===== config.mk =====
export PLATFORM = sky130hd
export DESIGN_NAME = pcf_next_pc
export DESIGN_NICKNAME = d
export VERILOG_FILES = /design/src/rtl/pcf_pkg.sv /design/src/rtl/pcf_decode.sv /design/src/rtl/pcf_targets.sv /design/src/rtl/pcf_select.sv /design/src/rtl/pcf_next_pc.sv
export SDC_FILE = /design/constraint.sdc
export NUM_CORES = 1
export LEC_CHECK = 0
export ABC_AREA = 0
export BUFFER_PORTS_ARGS = -buffer_cell sky130_fd_sc_hd__buf_2
export CORE_AREA = 2 2 96 98
export CTS_CLUSTER_SIZE = 16
export DETAILED_ROUTE_END_ITERATION = 10
export DIE_AREA = 0 0 98 100
export PLACE_DENSITY = 0.95
export SETUP_SLACK_MARGIN = 0.4
export SYNTH_ARGS = -nofsm -noshare
export SYNTH_HDL_FRONTEND = slang
export SYNTH_SLANG_ARGS = --single-unit

===== constraint.sdc =====
create_clock -name clk -period 8.99 [get_ports clk]
set_clock_uncertainty 0.05 [all_clocks]
set_input_delay 0.899 -clock clk [delete_from_list [all_inputs] [get_ports clk]]
set_output_delay 0.899 -clock clk [all_outputs]
set_load 0.03 [all_outputs]

===== src/rtl/pcf_pkg.sv =====
package pcf_pkg;
  localparam logic [5:0] OP_SPECIAL = 6'd0;
  localparam logic [5:0] OP_JUMP    = 6'd2;
  localparam logic [5:0] OP_CALL    = 6'd3;
  localparam logic [5:0] OP_BR_EQ   = 6'd4;
  localparam logic [5:0] OP_BR_NE   = 6'd5;
  localparam logic [5:0] FN_REGJMP  = 6'h08;

  typedef enum logic [2:0] {
    FLOW_SEQ,
    FLOW_BR_EQ,
    FLOW_BR_NE,
    FLOW_ABS,
    FLOW_REG
  } flow_e;
endpackage


===== src/rtl/pcf_decode.sv =====
module pcf_decode
  import pcf_pkg::*;
#(
  parameter int INSN_W = 32
) (
  input  logic [INSN_W-1:0] instr,
  output flow_e             kind,
  output logic              is_call
);
  localparam int OP_LSB = INSN_W - 6;

  logic [5:0] opc;
  logic [5:0] fn;

  assign opc = instr[INSN_W-1:OP_LSB];
  assign fn  = instr[5:0];

  always_comb begin
    kind    = FLOW_SEQ;
    is_call = 1'b0;
    case (opc)
      OP_BR_EQ: kind = FLOW_BR_EQ;
      OP_BR_NE: kind = FLOW_BR_NE;
      OP_JUMP:  kind = FLOW_ABS;
      OP_CALL: begin
        kind    = FLOW_ABS;
        is_call = 1'b1;
      end
      OP_SPECIAL: if (fn == FN_REGJMP) kind = FLOW_REG;
      default:  kind = FLOW_SEQ;
    endcase
  end
endmodule


===== src/rtl/pcf_targets.sv =====
module pcf_targets #(
  parameter int PC_W    = 32,
  parameter int INSN_W  = 32,
  parameter int IMM_W   = 16,
  parameter int FIELD_W = 26
) (
  input  logic [PC_W-1:0]   pc,
  input  logic [INSN_W-1:0] instr,
  output logic [PC_W-1:0]   seq_pc,
  output logic [PC_W-1:0]   br_pc,
  output logic [PC_W-1:0]   abs_pc
);
  localparam int REGION_W = PC_W - FIELD_W - 2;
  localparam int EXT_W    = PC_W - IMM_W - 2;
  localparam logic [PC_W-1:0] STEP = PC_W'(4);

  logic [PC_W-1:0] offs;

  assign seq_pc = pc + STEP;
  assign offs   = {{EXT_W{instr[IMM_W-1]}}, instr[IMM_W-1:0], 2'b00};
  assign br_pc  = seq_pc + offs;
  assign abs_pc = {pc[PC_W-1 -: REGION_W], instr[FIELD_W-1:0], 2'b00};
endmodule


===== src/rtl/pcf_select.sv =====
module pcf_select
  import pcf_pkg::*;
#(
  parameter int PC_W   = 32,
  parameter int DATA_W = 32
) (
  input  flow_e             kind,
  input  logic [DATA_W-1:0] rs_val,
  input  logic [DATA_W-1:0] rt_val,
  input  logic [PC_W-1:0]   seq_pc,
  input  logic [PC_W-1:0]   br_pc,
  input  logic [PC_W-1:0]   abs_pc,
  input  logic [PC_W-1:0]   jr_target,
  output logic [PC_W-1:0]   next_pc
);
  logic same;

  assign same = (rs_val == rt_val);

  always_comb begin
    case (kind)
      FLOW_BR_EQ: next_pc = same ? br_pc : seq_pc;
      FLOW_BR_NE: next_pc = same ? seq_pc : br_pc;
      FLOW_ABS:   next_pc = abs_pc;
      FLOW_REG:   next_pc = jr_target;
      default:    next_pc = seq_pc;
    endcase
  end
endmodule


===== src/rtl/pcf_next_pc.sv =====
module pcf_next_pc
  import pcf_pkg::*;
#(
  parameter int              PC_W      = 32,
  parameter int              DATA_W    = 32,
  parameter logic [PC_W-1:0] RESET_VEC = '0
) (
  input  logic              clk,
  input  logic              rst,
  input  logic              stall,
  input  logic [31:0]       instr,
  input  logic [DATA_W-1:0] rs_val,
  input  logic [DATA_W-1:0] rt_val,
  input  logic [PC_W-1:0]   jr_target,
  output logic [PC_W-1:0]   pc,
  output logic [PC_W-1:0]   next_pc,
  output logic [PC_W-1:0]   link_addr,
  output logic              link_we
);
  flow_e           kind;
  logic            is_call;
  logic [PC_W-1:0] seq_pc, br_pc, abs_pc;

  pcf_decode #(.INSN_W(32)) u_dec (
    .instr   (instr),
    .kind    (kind),
    .is_call (is_call)
  );

  pcf_targets #(.PC_W(PC_W), .INSN_W(32), .IMM_W(16), .FIELD_W(26)) u_tgt (
    .pc     (pc),
    .instr  (instr),
    .seq_pc (seq_pc),
    .br_pc  (br_pc),
    .abs_pc (abs_pc)
  );

  pcf_select #(.PC_W(PC_W), .DATA_W(DATA_W)) u_sel (
    .kind      (kind),
    .rs_val    (rs_val),
    .rt_val    (rt_val),
    .seq_pc    (seq_pc),
    .br_pc     (br_pc),
    .abs_pc    (abs_pc),
    .jr_target (jr_target),
    .next_pc   (next_pc)
  );

  always_ff @(posedge clk) begin
    if (rst)         pc <= RESET_VEC;
    else if (!stall) pc <= next_pc;
  end

  assign link_addr = seq_pc;
  assign link_we   = is_call & ~stall;
endmodule


# Word level (Yosys, flattened, before mapping)
# Cells that the tools add are included.
# Widths: inputs -> output; s select.
dict set report op_classes {
  add_sub_neg 2
  n_eq_ne 10
  mux 6
  bitwise 2
  n_reduce_logical 2
}
# op count
set ops {}
lappend ops {{$pmux 32 s4} 1}
lappend ops {{$mux 32} 2}
lappend ops {{$add 32x3->32 const B} 1}
lappend ops {{$add 32x32->32} 1}
lappend ops {{$eq 32x32->1} 1}
lappend ops {{$eq 6x2->1 const B} 2}
lappend ops {{$eq 6x3->1 const B} 2}
lappend ops {{$pmux 3 s4} 1}
lappend ops {{$eq 3x2->1 const B} 2}
lappend ops {{$eq 6x4->1 const B} 1}
lappend ops {{$logic_not 6->1} 1}
lappend ops {{$eq 3x1->1 const B} 1}
lappend ops {{$eq 3x3->1 const B} 1}
lappend ops {{$mux 3} 1}
lappend ops {{$reduce_or 2->1} 1}
lappend ops {{$and 1x1->1} 1}
lappend ops {{$mux 1} 1}
lappend ops {{$not 1->1} 1}
dict set report word_totals {
  ff_bits 32
  input_bits 131
  output_inout_bits 97
}

# Depth between registers and ports, before layout
dict set report depth {
  depth_word 5
  depth_mapped 19
  depth_no_buf 17
}

# Modules after synthesis
# A second synthesis with hierarchy kept.
dict set report hier_totals {
  cells_unflattened 800
  hier_area_um2 6133.4
}
# mod n_inst cells_per_inst area_per_inst_um2 seq_area_each_um2
set modules_own_cells {}
lappend modules_own_cells {pcf_select 1 350 2489.9 0.0}
lappend modules_own_cells {pcf_targets 1 334 2391.0 0.0}
lappend modules_own_cells {pcf_next_pc 1 104 1171.1 640.6}
lappend modules_own_cells {pcf_decode 1 12 81.3 0.0}

# Worst setup path after synthesis
# No wires, ideal clock.
dict set report synth_path {
  path_type {register -> output}
  from {register pc[3]}
  to {output port next_pc[24]}
  arrival_time_ps 4446
  required_ps 8041
  slack_ps 3595
  stages_incl_launch_ff 16
  cell_sequence {dfxtp_1 > ha_1 > and2_1 > clkbuf_1 > nand4_1 > xnor2_1 > ha_1 > and3_1 > a22oi_2 > o21ai_2 > a41oi_2 > o21ai_1 > a221oi_2 > o31ai_1 > xnor2_1 > o21ai_0}
}
dict set report synth_between {
  elab_chain_cells 4
}
# element line
set synth_rtl {}
lappend synth_rtl {{start, declared} pcf_next_pc.sv:15} ;# output logic [PC_W-1:0] pc,
lappend synth_rtl {{start signal, assigned} pcf_next_pc.sv:51} ;# else if (!stall) pc <= next_pc;
lappend synth_rtl {{$add 32x3->32 (*)} pcf_targets.sv:19} ;# assign seq_pc = pc + STEP;
lappend synth_rtl {{net link_addr[8]} pcf_next_pc.sv:17} ;# output logic [PC_W-1:0] link_addr,
lappend synth_rtl {{$add 32x32->32 (*)} pcf_targets.sv:21} ;# assign br_pc = seq_pc + offs;
lappend synth_rtl {{$mux 32, on equally long branches} {pcf_select.sv:23, pcf_select.sv:22}}
lappend synth_rtl {{$pmux 32 s4 (*)} pcf_select.sv:21} ;# case (kind)
lappend synth_rtl {{end, declared} pcf_next_pc.sv:16} ;# output logic [PC_W-1:0] next_pc,
# The timed path passes the listed nets; every way through them passes the cells marked *.

# Worst setup path in the final report
dict set report layout_path {
  from {register pc[5]}
  to {output port next_pc[31]}
}
dict set report layout_between {
  elab_chain_cells 4
}
# element line
set layout_rtl {}
lappend layout_rtl {{$add 32x3->32 (*)} pcf_targets.sv:19}
lappend layout_rtl {{$add 32x32->32} pcf_targets.sv:21}
lappend layout_rtl {{$mux 32, on equally long branches} {pcf_select.sv:23, pcf_select.sv:22}}
lappend layout_rtl {{$pmux 32 s4 (*)} pcf_select.sv:21}
# Mark *: on every way between the ends. The rest lies on a longest branch, timed or not.

==> key figures <==
Status
  – Status: completed

Synthesis
  – Net count after synthesis: 732
  – Synth Cell Area: 4310 µm²
  – Syn Inst Count: 565
  – Ys async rst share: 0%
  – Multiplexer area fraction after synthesis: 4.65%
  – Largest cells by area after synthesis: dfxtp_1 15%, xnor2_1 14%, ha_1 10%, a21oi_1 6.2%, a22o_1 5.1%
  – Yosys cell types: 59
  – Post-Syn Area per Cell: 7.62 µm²
  – Seq/Total Area, Yosys: 14.9%
  – Synth top area share: 14.9%
  – Largest family of logic cells by synthesized area: compound AO/OA/AOI/OAI gates
  – Synth Area in Adders: 10.6%
  – EDFF count, synth: 0
  – Leading area contributor after synthesis: dfxtp_1
  – Commonest cells in the netlist: 71 x xnor2_1, 53 x a21oi_1, 36 x nand2_1
  – XOR/XNOR Fraction of Synth Area: 17.5%
  – Primary FF master, synth: dfxtp_1
  – #FFs+latches synth: 32
  – Post-synthesis simple-gate area fraction: 18.2%
  – Synth warnings: 0
  – Complex-gate fraction of the synthesized area: 29.4%
  – Most common cell in the netlist: xnor2_1

Setup path
  – Slowest CP cell: nor2_1
  – Worst R2R Start: pc[5]
  – R2R Path End: pc[31]
  – Buffers and inverters on the worst path: 1
  – Type of the worst setup path: flop to output port
  – CP max FO: 7
  – Crit path DAT: 4540 ps
  – CP cell instances: and4_1, and3_1, nand3_1, nor2_1, nand3_1, xnor2_1, ha_1, a21o_1, a211oi_1, o21bai_1, a21oi_1, nor2b_1, a311oi_1, o21bai_1, xnor2_1, o21ai_1, buf_2
  – CP delay by family, top: simple AND/OR/NAND/NOR gates
  – Worst Setup End Kind: output port
  – CP startpoint kind: flop
  – Worst path max stage delay: 540 ps
  – Critical path required time: 8040 ps
  – Reg2reg setup slack: 4620 ps
  – Worst R2R Path Depth: 17

Cells and area
  – Max FFs per register: 32
  – Share of layout cells above drive strength 1: 32.0%
  – Cell area after layout: 5570 µm²
  – Largest regs: pc: 32 flops
  – Synth-to-layout area growth: 29.3%
  – FF+latch area: 641 µm²
  – Nets: 937
  – Non-filler cells, final: 883
  – Multi-input logic area: 3460 µm²
  – Top reg by flops: pc
  – # fillers: 806

Die
  – Die area: 9800 µm²
  – Initial core utilization: 48.4%
  – Row Count: 35
  – # IOs: 228
  – Core box area: 8890 µm²
  – Die Y: 100 µm
  – Die width: 98 µm

Placement
  – Placed cell areas: 5470 µm²
  – Port Buf Inserts: 227
  – Placer Congestion: 0.910
  – Cell total after placement: 874
  – Worst slack at placement: 3850 ps
  – DPL Wire Length: 12.0 mm

STA
  – Crit share post-route: 61.0%
  – Minimum clock period: 5480 ps
  – RSZ-0062 raised after global routing: false
  – Worst slew pin tran: 1040 ps
  – Setup TNS: 0 ps
  – FMAX: 0.182 GHz
  – Max_slew headroom: 30.8%
  – Final setup margin: 3510 ps
  – Final hold vios: 0
  – Final-report setup violation count: 0
  – Fin. max-slew vios: 0

Global route
  – First-pass GRT wire length: 23.7 mm
  – Initial antenna violation count: 1
  – Gr usage total: 29.1%
  – Vias in the first global route: 5180
  – Overflow after GRT: 0
  – Largest net degree at the start of global routing: 46

Min path
  – Worst Hold Class: flop to flop
  – Hold_sp: pc[3]
  – WHS Endpoint: pc[3]
  – Hold path depth: 2

Clock network
  – Max Buffers Root-to-Sink: 2
  – Hold buffer count at CTS: 0
  – Num CTS Buffers: 5
  – CTS tree: built
  – Clock Pin Slew Worst Setup and Hold Paths: 80 ps
  – Post-CTS Setup Inserts: 0
  – H-tree Lvls: 2
  – Clk sinks: 32
  – Worst skew pair latency: 280 ps
  – PostCTS Resize Cnt: 0
  – Clock Tree Root: clkbuf_8

Detailed routing
  – Final ANT Viol Nets: 0
  – DRC: 0
  – DRT iter0 DRCs: 259
  – Vias: 5274
  – Vias per cell: 5.97
  – Drt first pass iters: 6
  – Average wire per standard cell: 17.1 µm
  – Wirelength, routed: 15.1 mm

Power and ir drop
  – Pleak: 0.00279 µW
  – Peak supply drop: 54.6 µV
  – Power per Cell Area: 87.8 nW/µm²
  – Final total power: 489 µW

Job
  – Max_cap viols: 0
[stage by stage]
step / hold WS [ps] / utilization [%]
detailed placement: 471 / 61.6
global route: 536 / 62.6
CTS: 484 / 62.6
global placement: 430 / 61.6
floorplan: 561 / -
finish: 488 / 62.6
[cell families (layout without fill, tap and decap cells)]
family | Yosys count | count (layout)
AOI/OAI and AO/OA | 185 | 185
and+or+nand+nor | 155 | 155
xor gates and xnor gates | 86 | 86
buffers and inverters | 51 | 257
adders and majority gates | 36 | 36
DFF | 32 | 32
muxes | 20 | 20
other | 0 | 1
[power by group]
group          switching, µW  total, µW  internal [µW]
registers               6.47        153            146
clock network           64.2        119           54.9
logic                    129        217           87.8
total                    200        489            289
[worst max path at each step]
stage	from	to	cells past startpoint	slack (ps)
CTS	pc[5]	next_pc[31]	17	3520
finish	pc[5]	next_pc[31]	17	3510
global placement	pc[5]	next_pc[31]	17	4120
detailed placement	pc[5]	next_pc[31]	17	3850
floorplan	pc[3]	next_pc[24]	15	3590
global route	pc[5]	next_pc[31]	17	3230
[cells in the final DEF, fill, tap and decap left out, types with 3 or more instances in the layout]
cell type,n
nor2_1,33
mux2i_1,20
a31oi_1,3
dfxtp_1,32
buf_2,227
and3_1,10
clkbuf_8,5
ha_1,35
nor3_1,5
xor2_1,15
and4_1,3
a22o_1,25
o21ai_1,5
nand4_1,15
buf_4,3
o21bai_1,6
a21oi_1,53
o21a_1,10
a221o_1,11
nand3_1,21
nand2_1,36
nand2b_1,5
nor4_1,6
nor2b_1,6
a21o_1,10
a211oi_1,4
o211ai_1,3
and2_1,7
o21ai_0,29
o41ai_1,3
inv_1,19
o31ai_1,5
xnor2_1,71
[routing by layer]
metal	routed length (µm)	up-vias	global-route usage (%)
met5	0	-	0
met4	617	0	14.4
met3	1110	63	4.39
met2	7560	285	54.2
met1	5830	2431	32.2
li1	-	2495	-
[worst min-delay path: stages (launching register included)]
cell	delay [ps]
dfxtp_1	360
nand2_1	80
a21oi_1	60
[final cells by class]
type	instances	share of cell area [%]
Timing Repair Buffer	230	20.8
Tap cell	111	2.49
Antenna cell	1	0.0449
Inverter	19	1.28
Clock buffer	5	1.24
Multi-Input combinational cell	482	62.2
Clock inverter	3	0.427
Sequential cell	32	11.5
Note: power is estimated with default switching activity, not from simulation.
